## config.mk

```make
export PLATFORM = sky130hd
export DESIGN_NAME = port_change_detect
export DESIGN_NICKNAME = d
export VERILOG_FILES = /design/src/rtl/port_change_detect.sv
export SDC_FILE = /design/constraint.sdc
export NUM_CORES = 1
export LEC_CHECK = 0
export BUFFER_PORTS_ARGS = -buffer_cell sky130_fd_sc_hd__buf_2
export CAP_MARGIN = 20
export CELL_PAD_IN_SITES_DETAIL_PLACEMENT = 1
export CELL_PAD_IN_SITES_GLOBAL_PLACEMENT = 2
export CORE_UTILIZATION = 29
export CTS_CLUSTER_SIZE = 10
export DETAILED_ROUTE_END_ITERATION = 8
export PLACE_DENSITY_LB_ADDON = 0.2
export SETUP_SLACK_MARGIN = 0.02
export SYNTH_ARGS = -nofsm -noshare
export SYNTH_HDL_FRONTEND = slang
export SYNTH_SLANG_ARGS = --single-unit
```

## constraint.sdc

```tcl
create_clock -name clk -period 1.58 [get_ports clk]
set_input_delay 0.316 -clock clk [delete_from_list [all_inputs] [get_ports clk]]
set_output_delay 0.316 -clock clk [all_outputs]
set_load 0.1 [all_outputs]
```

## src/rtl/port_change_detect.sv

```systemverilog
module port_change_detect #(
  parameter int PORT_W      = 8,
  parameter int MON_LSB     = 4,
  parameter int SYNC_STAGES = 2
) (
  input  logic              clk,
  input  logic              rst_n,
  input  logic [PORT_W-1:0] pin_in,
  input  logic              ctl_wr,
  input  logic [PORT_W-1:0] ctl_wdata,
  output logic [PORT_W-1:0] ctl_rdata,
  input  logic              grp_en,
  input  logic              prio_hi,
  input  logic              flag_clr,
  output logic              chg_flag,
  output logic              irq_hi,
  output logic              irq_lo
);
  localparam int EN_W      = PORT_W - MON_LSB;
  localparam int PRIME_MAX = SYNC_STAGES + 1;
  localparam int CW        = $clog2(PRIME_MAX + 1);

  logic [EN_W-1:0] sync_q [SYNC_STAGES];
  logic [EN_W-1:0] pin_last;
  logic [EN_W-1:0] en_q;
  logic [CW-1:0]   prime_cnt;
  logic            primed;
  logic            chg_evt;

  for (genvar i = 0; i < SYNC_STAGES; i++) begin : g_sync
    always_ff @(posedge clk or negedge rst_n) begin
      if (!rst_n)
        sync_q[i] <= '0;
      else if (i == 0)
        sync_q[i] <= pin_in[PORT_W-1:MON_LSB];
      else
        sync_q[i] <= sync_q[(i == 0) ? 0 : i-1];
    end
  end

  always_ff @(posedge clk or negedge rst_n) begin
    if (!rst_n) begin
      pin_last  <= '0;
      prime_cnt <= '0;
    end else begin
      pin_last <= sync_q[SYNC_STAGES-1];
      if (!primed) prime_cnt <= prime_cnt + 1'b1;
    end
  end

  assign primed  = (prime_cnt == CW'(PRIME_MAX));
  assign chg_evt = primed && |((sync_q[SYNC_STAGES-1] ^ pin_last) & en_q);

  always_ff @(posedge clk or negedge rst_n) begin
    if (!rst_n)      en_q <= '0;
    else if (ctl_wr) en_q <= ctl_wdata[PORT_W-1:MON_LSB];
  end

  always_ff @(posedge clk or negedge rst_n) begin
    if (!rst_n) chg_flag <= 1'b0;
    else        chg_flag <= chg_evt | (chg_flag & ~flag_clr);
  end

  assign ctl_rdata = {en_q, {MON_LSB{1'b0}}};
  assign irq_hi    = grp_en & chg_flag &  prio_hi;
  assign irq_lo    = grp_en & chg_flag & ~prio_hi;
endmodule

```

Yosys cells after proc, flatten, opt, wreduce, memory -nomap -nowiden
Index checks and enable logic that the tools add are counted.
- bits in registers: 19
- input bits: 22
- $add $sub $neg: 1
- equal/unequal tests: 1
- bitwise gates (word level): 9
- reduce and logical (&&, ||, !) cells: 2
- operators by type and width (operator ; number):
    $and 1x1->1 ; 4
    $and 4x4->4 ; 1
    $reduce_or 4->1 ; 1
    $xor 4x4->4 ; 1
    $add 2x1->2 const B ; 1
    $eq 2x2->1 const B ; 1
    $not 1->1 ; 2
    $logic_and 1x1->1 ; 1
    $or 1x1->1 ; 1

Depth between registers and ports, before layout
Gate-level depths: netlist of run 1.
- depth after elaboration: 5
- mapped depth: 4
- gate-level depth less buffers: 4

Least setup slack after synthesis of run 1
No wires, ideal clock.
- path type: register -> output
- start: register chg_flag
- end: output irq_lo
- arrival: 2310 ps
- path slack: -1046 ps
- stages on the path, launching flop included: 3
- path buffers: 0
- path through: dfrtp_1 -> nand2_1 -> nor2_1
- cells in the longest elaborated chain, start to end: 2
- ends and longest elaborated chain (item ; RTL line ; source):
    from (decl) ; 15 ; output logic chg_flag,
    from (signal assigned) ; 61 ; else chg_flag <= chg_evt | (chg_flag & ~flag_clr);
    $and 1x1->1 (2 in a row) ; 66 ; assign irq_lo = grp_en & chg_flag & ~prio_hi;
    to (decl) ; 17 ; output logic irq_lo
No other way between the ends.

Worst setup path after layout of run 1
- start: register chg_flag
- end: output irq_hi
- cells in the longest elaborated chain, start to end: 2
- ends and longest elaborated chain (item ; RTL line ; source):
    $and 1x1->1 (2 in a row) ; 65 ; assign irq_hi = grp_en & chg_flag & prio_hi;
    to (decl) ; 16 ; output logic irq_hi,
No other way between the ends.

==> flow_metrics.py, run 1 <==
metrics = {
    "logic_synthesis": {
        "ys_warn_count": 0,
        "seq_area_frac_synth_pct": 71.3,
        "synth_area_um2": 667,
        "synth.top_cell.area_share_pct": 71.3,
        "synth_area_per_cell_um2": 15.5,
        "yosys.cell_types.count": 13,
        "synth_top_cell_by_area": "dfrtp_1",
        "ys_ff_latch": 19,
        "syn_inst": 43,
        "synth_area_leaders": "dfrtp_1, mux2_2, xor2_1",
    },
    "placed_design": {
        "preCtsSetupSlack_ps": 429,
        "io_buffers": 20,
        "hpwlAfterDp_um": 751,
        "dpl_cell_area_um2": 827,
        "gp_congestion": 0.608,
    },
    "cells_and_area": {
        "nets": 91,
        "multi_input_area_um2": 180,
        "antenna_cells": 0,
        "utilization_pct": 41.9,
        "drive_gt1_share_pct": 47.8,
        "regArea_um2": 479,
        "nFillCells": 229,
        "final_area_um2": 863,
        "syn_to_final_growth_pct": 29.5,
    },
    "outcome": {
        "status": "finished clean",
    },
    "pwr": {
        "p_int_uw": 679,
        "irDropWorstVdd_mv": 0.624,
        "pwr_density_cell_nw_per_um2": 1210,
        "switchingPower_uw": 369,
        "seqPwrFrac_pct": 51.1,
        "switching_share_pct": 35.2,
        "p_leak_uw": 0.000408,
        "p_clk_share_pct": 22.6,
        "comb_power_share_pct": 26.3,
    },
    "floorplanning": {
        "dieArea_um2": 2500,
        "num_rows": 16,
        "core_area_um2": 2060,
        "die_w_um": 50.0,
        "die_h_um": 50.0,
        "top_level_ports": 33,
        "initial_core_util_pct": 32.3,
    },
    "timing": {
        "finalSetupTns_ps": 0,
        "clock_skew_ps": 0.622,
        "hold_violations": 0,
        "holdWs_ps": 120,
        "fin_ws_ps": 105,
        "finalCritPeriodShare_pct": 93.4,
        "fmax_mhz": 678,
        "drv_slew": 0,
        "post-route-min-period_ps": 1480,
        "setup_violations": 0,
        "rsz0062_at_grt": "no",
    },
    "grt": {
        "antenna_found_initial": 0,
        "first_global_vias": 374,
        "grtUsageTotal_pct": 9.48,
        "grt_pass1_wl_mm": 1.59,
        "grt_max_degree": 20,
        "grt_remaining_overflow": 0,
    },
    "drt": {
        "drtIter0Drc": 0,
        "drc": 0,
        "drtPass1Iterations": 1,
        "dr_total_vias": 384,
        "wire_per_inst_um": 10.2,
        "wirelength_um": 955,
        "vias_per_cell": 4.09,
        "ant_nets": 0,
    },
    "setup_path": {
        "startpoint_type": "flop",
        "required_ps": 1260,
        "cp_max_fo": 4,
        "critPathCaptureType": "output port",
        "crit_arrival_ps": 1160,
        "setup.worst_path.class": "flop to output port",
    },
    "clocking": {
        "cts_buffers": 3,
        "tritoncts": "yes",
        "clockBufferDepth": 2,
        "insertion_delay_ps": 290,
        "cts-resized-gates": 0,
        "clkTransAtPathRegs_ps": 100,
        "cts.sinks": 19,
        "cts_root_buf": "clkbuf_4",
        "htree_num_levels": 1,
    },
    "min_path": {
        "min_path_type": "input port to flop",
    },
    "run": {
        "cap_violations": 0,
    },
}
## through the flow
stage | instances | total power (uW)
after global routing | 94 | 1100
after floorplan | 46 | 761
after detailed placement | 89 | 823
after CTS | 94 | 1070
final | 94 | 1050
after global placement | 89 | 820
## timing repair
action | in CTS | in global routing
hold buffers | 1 | 0
buffers inserted | 0 | 0
hold endpoints to repair | 19 | 0
## sequential cells by signal, summed over array words and instances (netlist names)
name / flops
en_q: 4
chg_flag: 1
pin_last: 4
sync_q: 8
prime_cnt: 2
## worst max-delay path, cell delays in order, from the launching register on
cell	delay [ps]
dfrtp_4	500
and3_2	200
buf_12	160
## worst paths after layout
path	slack [ps]	from	depth (start not counted)	to
max in group asynchronous	790	rst_n	2	chg_flag$_DFF_PN0_
setup reg to reg	510	sync_q[3]$_DFF_PN0_	4	chg_flag$_DFF_PN0_
hold / removal	120	pin_in[7]	1	sync_q[7]$_DFF_PN0_
min in group asynchronous	480	rst_n	2	en_q[3]$_DFFE_PN0P_
hold reg to reg	360	sync_q[5]$_DFF_PN0_	0	sync_q[1]$_DFF_PN0_
setup / recovery	100	chg_flag$_DFF_PN0_	2	irq_hi
## cell type report
cell class	instances	area share [%]
clock buffers	4	3.04
inverters	1	0.435
multi-input cells	22	20.9
flip-flops and latches	19	55.5
well taps	27	3.91
repair buffers	21	16.2
## power by group through the flow
stage               Clock (uW)  Sequential, uW  Combinational [uW]
CTS                        251             537                 279
global route               270             541                 287
finish                     236             536                 276
detailed placement           0             547                 276
global placement             0             546                 275
floorplan                    0             646                 115
## routing by layer
metal	GRT usage, %	vias up	share of wire [%]
met2	14.4	21	48
met4	7.14	0	2.9
li1	-	180	-
met3	4.01	3	8.0
met1	10.4	180	41
met5	0	-	0
## cells by family after synthesis
| group | synth area share (%) |
|---|---|
| other | 0.562 |
| AO/OA/AOI/OAI | 4.13 |
| adder cells (fa/ha/maj) | 1.88 |
| AND/OR/NAND/NOR | 2.06 |
| buffers and inverters | 5.07 |
| multiplexers | 8.44 |
| flip-flops | 71.3 |
| XOR/XNOR | 6.57 |
## Yosys cell counts
cell	count
xor2_1	4
conb_1	1
ha_1	1
buf_4	4
mux2_2	5
xnor2_1	1
dfrtp_1	19
a22o_1	2
and3_1	1
o21ai_1	2
inv_1	1
nand2_1	1
nor2_1	1
## placed cells by master (no fill, tap or decap), drive strengths merged
cell | netlist | layout
a22o | 2 | 2
and3 | 1 | 1
buf | 4 | 20
clkbuf | 0 | 4
conb | 1 | 4
dfrtp | 19 | 19
dlygate4sd3 | 0 | 1
ha | 1 | 1
inv | 1 | 1
mux2 | 5 | 5
nand2 | 1 | 1
nor2 | 1 | 1
o21ai | 2 | 2
xnor2 | 1 | 1
xor2 | 4 | 4
Power figures use the tool's default switching activity.
==> run 2, diff against run 1 <==
- BUFFER_PORTS_ARGS: -buffer_cell sky130_fd_sc_hd__buf_2 -> not set
- CORE_UTILIZATION: 29 -> 38
- DONT_BUFFER_PORTS: not set -> 1
==> flow_metrics.py, run 2 (synthesized netlist as in run 1, its figures left out) <==
metrics = {
    "cells_and_area": {
        "multi_input_area_um2": 184,
        "largest_reg_flops": 8,
        "utilization_pct": 51.6,
        "antenna_cells": 0,
        "final_common_cell": "dfrtp_1",
        "top_register": "sync_q",
        "syn_to_final_growth_pct": 22.0,
        "nets": 78,
        "reg_top3": "sync_q x8, en_q x4, pin_last x4",
        "regArea_um2": 479,
        "nFillCells": 151,
        "mostFrequentLayoutCells": "dfrtp_1, mux2_2, xor2_1, conb_1, buf_4",
        "drive_gt1_share_pct": 35.2,
    },
    "timing": {
        "fin_ws_ps": -103,
        "setup_violations": 2,
        "post-route-min-period_ps": 1680,
        "fmax_mhz": 594,
        "worstMarginPinSlew_ps": 832,
        "holdWs_ps": 44.0,
        "clock_skew_ps": 3.23,
        "rsz0062_at_grt": "yes",
        "slew_headroom_pct": 44.4,
        "hold_violations": 0,
        "drv_slew": 0,
        "finalCritPeriodShare_pct": 107,
    },
    "pwr": {
        "irDropWorstVdd_mv": 0.713,
        "p_leak_uw": 0.000366,
        "pwr_density_cell_nw_per_um2": 1290,
    },
    "setup_path": {
        "required_ps": 1260,
        "crit_arrival_ps": 1370,
        "crit_chain": "and3_4 -> buf_12",
        "setup.worst_path.class": "flop to output port",
        "crit_family": "flip-flops",
        "startpoint_type": "flop",
        "crit_buf_inv": 1,
        "slowest_stage": "dfrtp_4",
        "cp_slowest_stage_delay_ps": 640,
        "critPathCaptureType": "output port",
        "cp_max_fo": 4,
    },
    "floorplanning": {
        "core_area_um2": 1580,
        "num_rows": 14,
        "die_w_um": 43.9,
        "dieArea_um2": 1930,
        "top_level_ports": 33,
        "initial_core_util_pct": 42.3,
        "die_h_um": 43.9,
    },
    "run": {
        "cap_violations": 0,
    },
    "outcome": {
        "status": "complete, but fails checks",
        "violations": "design-rule violations, negative setup slack",
    },
    "drt": {
        "ant_nets": 0,
        "drtIter0Drc": 5,
        "drc": 2,
        "drtPass1Iterations": 5,
        "vias_per_cell": 5.00,
        "wire_per_inst_um": 16.0,
        "wirelength_mm": 1.12,
        "dr_total_vias": 350,
    },
    "clocking": {
        "htree_num_levels": 1,
        "clkTransAtPathRegs_ps": 100,
        "clockBufferDepth": 2,
        "insertion_delay_ps": 290,
        "cts_buffers": 3,
        "tritoncts": "yes",
        "cts.sinks": 19,
        "cts_root_buf": "clkbuf_4",
    },
    "grt": {
        "grt_pass1_wl_mm": 1.77,
        "grt_remaining_overflow": 0,
        "antenna_found_initial": 0,
        "first_global_vias": 379,
        "grtUsageTotal_pct": 13.6,
        "grt_max_degree": 20,
    },
    "placed_design": {
        "gp_congestion": 0.640,
        "hpwlAfterDp_um": 851,
        "io_buffers": 0,
    },
    "min_path": {
        "min_path_type": "input port to flop",
    },
}
-- run 2: cell types whose count changed in the layout (fill, tap and decap cells not counted), sizes merged --
| cell | delta |
|---|---|
| buf | -13 |
-- run 2: path summary, 6_finish.rpt --
check,end,cells after the start,slack (ps),start
setup / recovery,irq_hi,2,-100,chg_flag$_DFF_PN0_
hold / removal,sync_q[6]$_DFF_PN0_,0,40,pin_in[6]
setup reg to reg,chg_flag$_DFF_PN0_,4,460,sync_q[1]$_DFF_PN0_
hold reg to reg,sync_q[3]$_DFF_PN0_,0,370,sync_q[7]$_DFF_PN0_
max in group asynchronous,chg_flag$_DFF_PN0_,1,420,rst_n
min in group asynchronous,chg_flag$_DFF_PN0_,1,560,rst_n
-- run 2: power breakdown --
part	leakage [uW]	internal (uW)	total (uW)	switching (uW)
Clock	0.0000150	98.0	235	137
Sequential	0.000214	517	565	47.5
Combinational	0.000137	67.8	252	184
Total	0.000366	683	1050	368
-- run 2: through the flow --
step           power (uW)  instances  setup TNS, ps  cell area (um2)  worst slack [ps]
2_1_floorplan         761         46              0              693              49.5
3_3_place_gp          808         65              0              773               211
3_5_place_dp          815         65              0              773               194
4_1_cts              1060         70           -217              813              -114
5_1_grt              1090         70           -281              813              -142
6_report             1050         70           -192              813              -103
-- run 2: metal layers --
layer	up-vias	GRT usage [%]	wire length [um]
li1	155	-	-
met1	177	14.5	435
met2	18	22.7	581
met3	0	5.83	101
met4	0	7.27	0
met5	-	0	0
-- run 2: what timing repair did --
item,4_1_cts,5_1_grt
buffers inserted,0,0
resized for setup,1,0
hold endpoints to repair,19,0
pin swaps,1,0
setup endpoints to repair,2,2
hold buffers,1,0
gates cloned,0,0
-- run 2: cell type report --
cell class	count	share of cell area [%]
inverter	1	0.462
clock buffer	4	3.23
sequential	19	58.9
timing repair buffer	8	12.3
multi-input combinational	22	22.6
tap	16	2.46
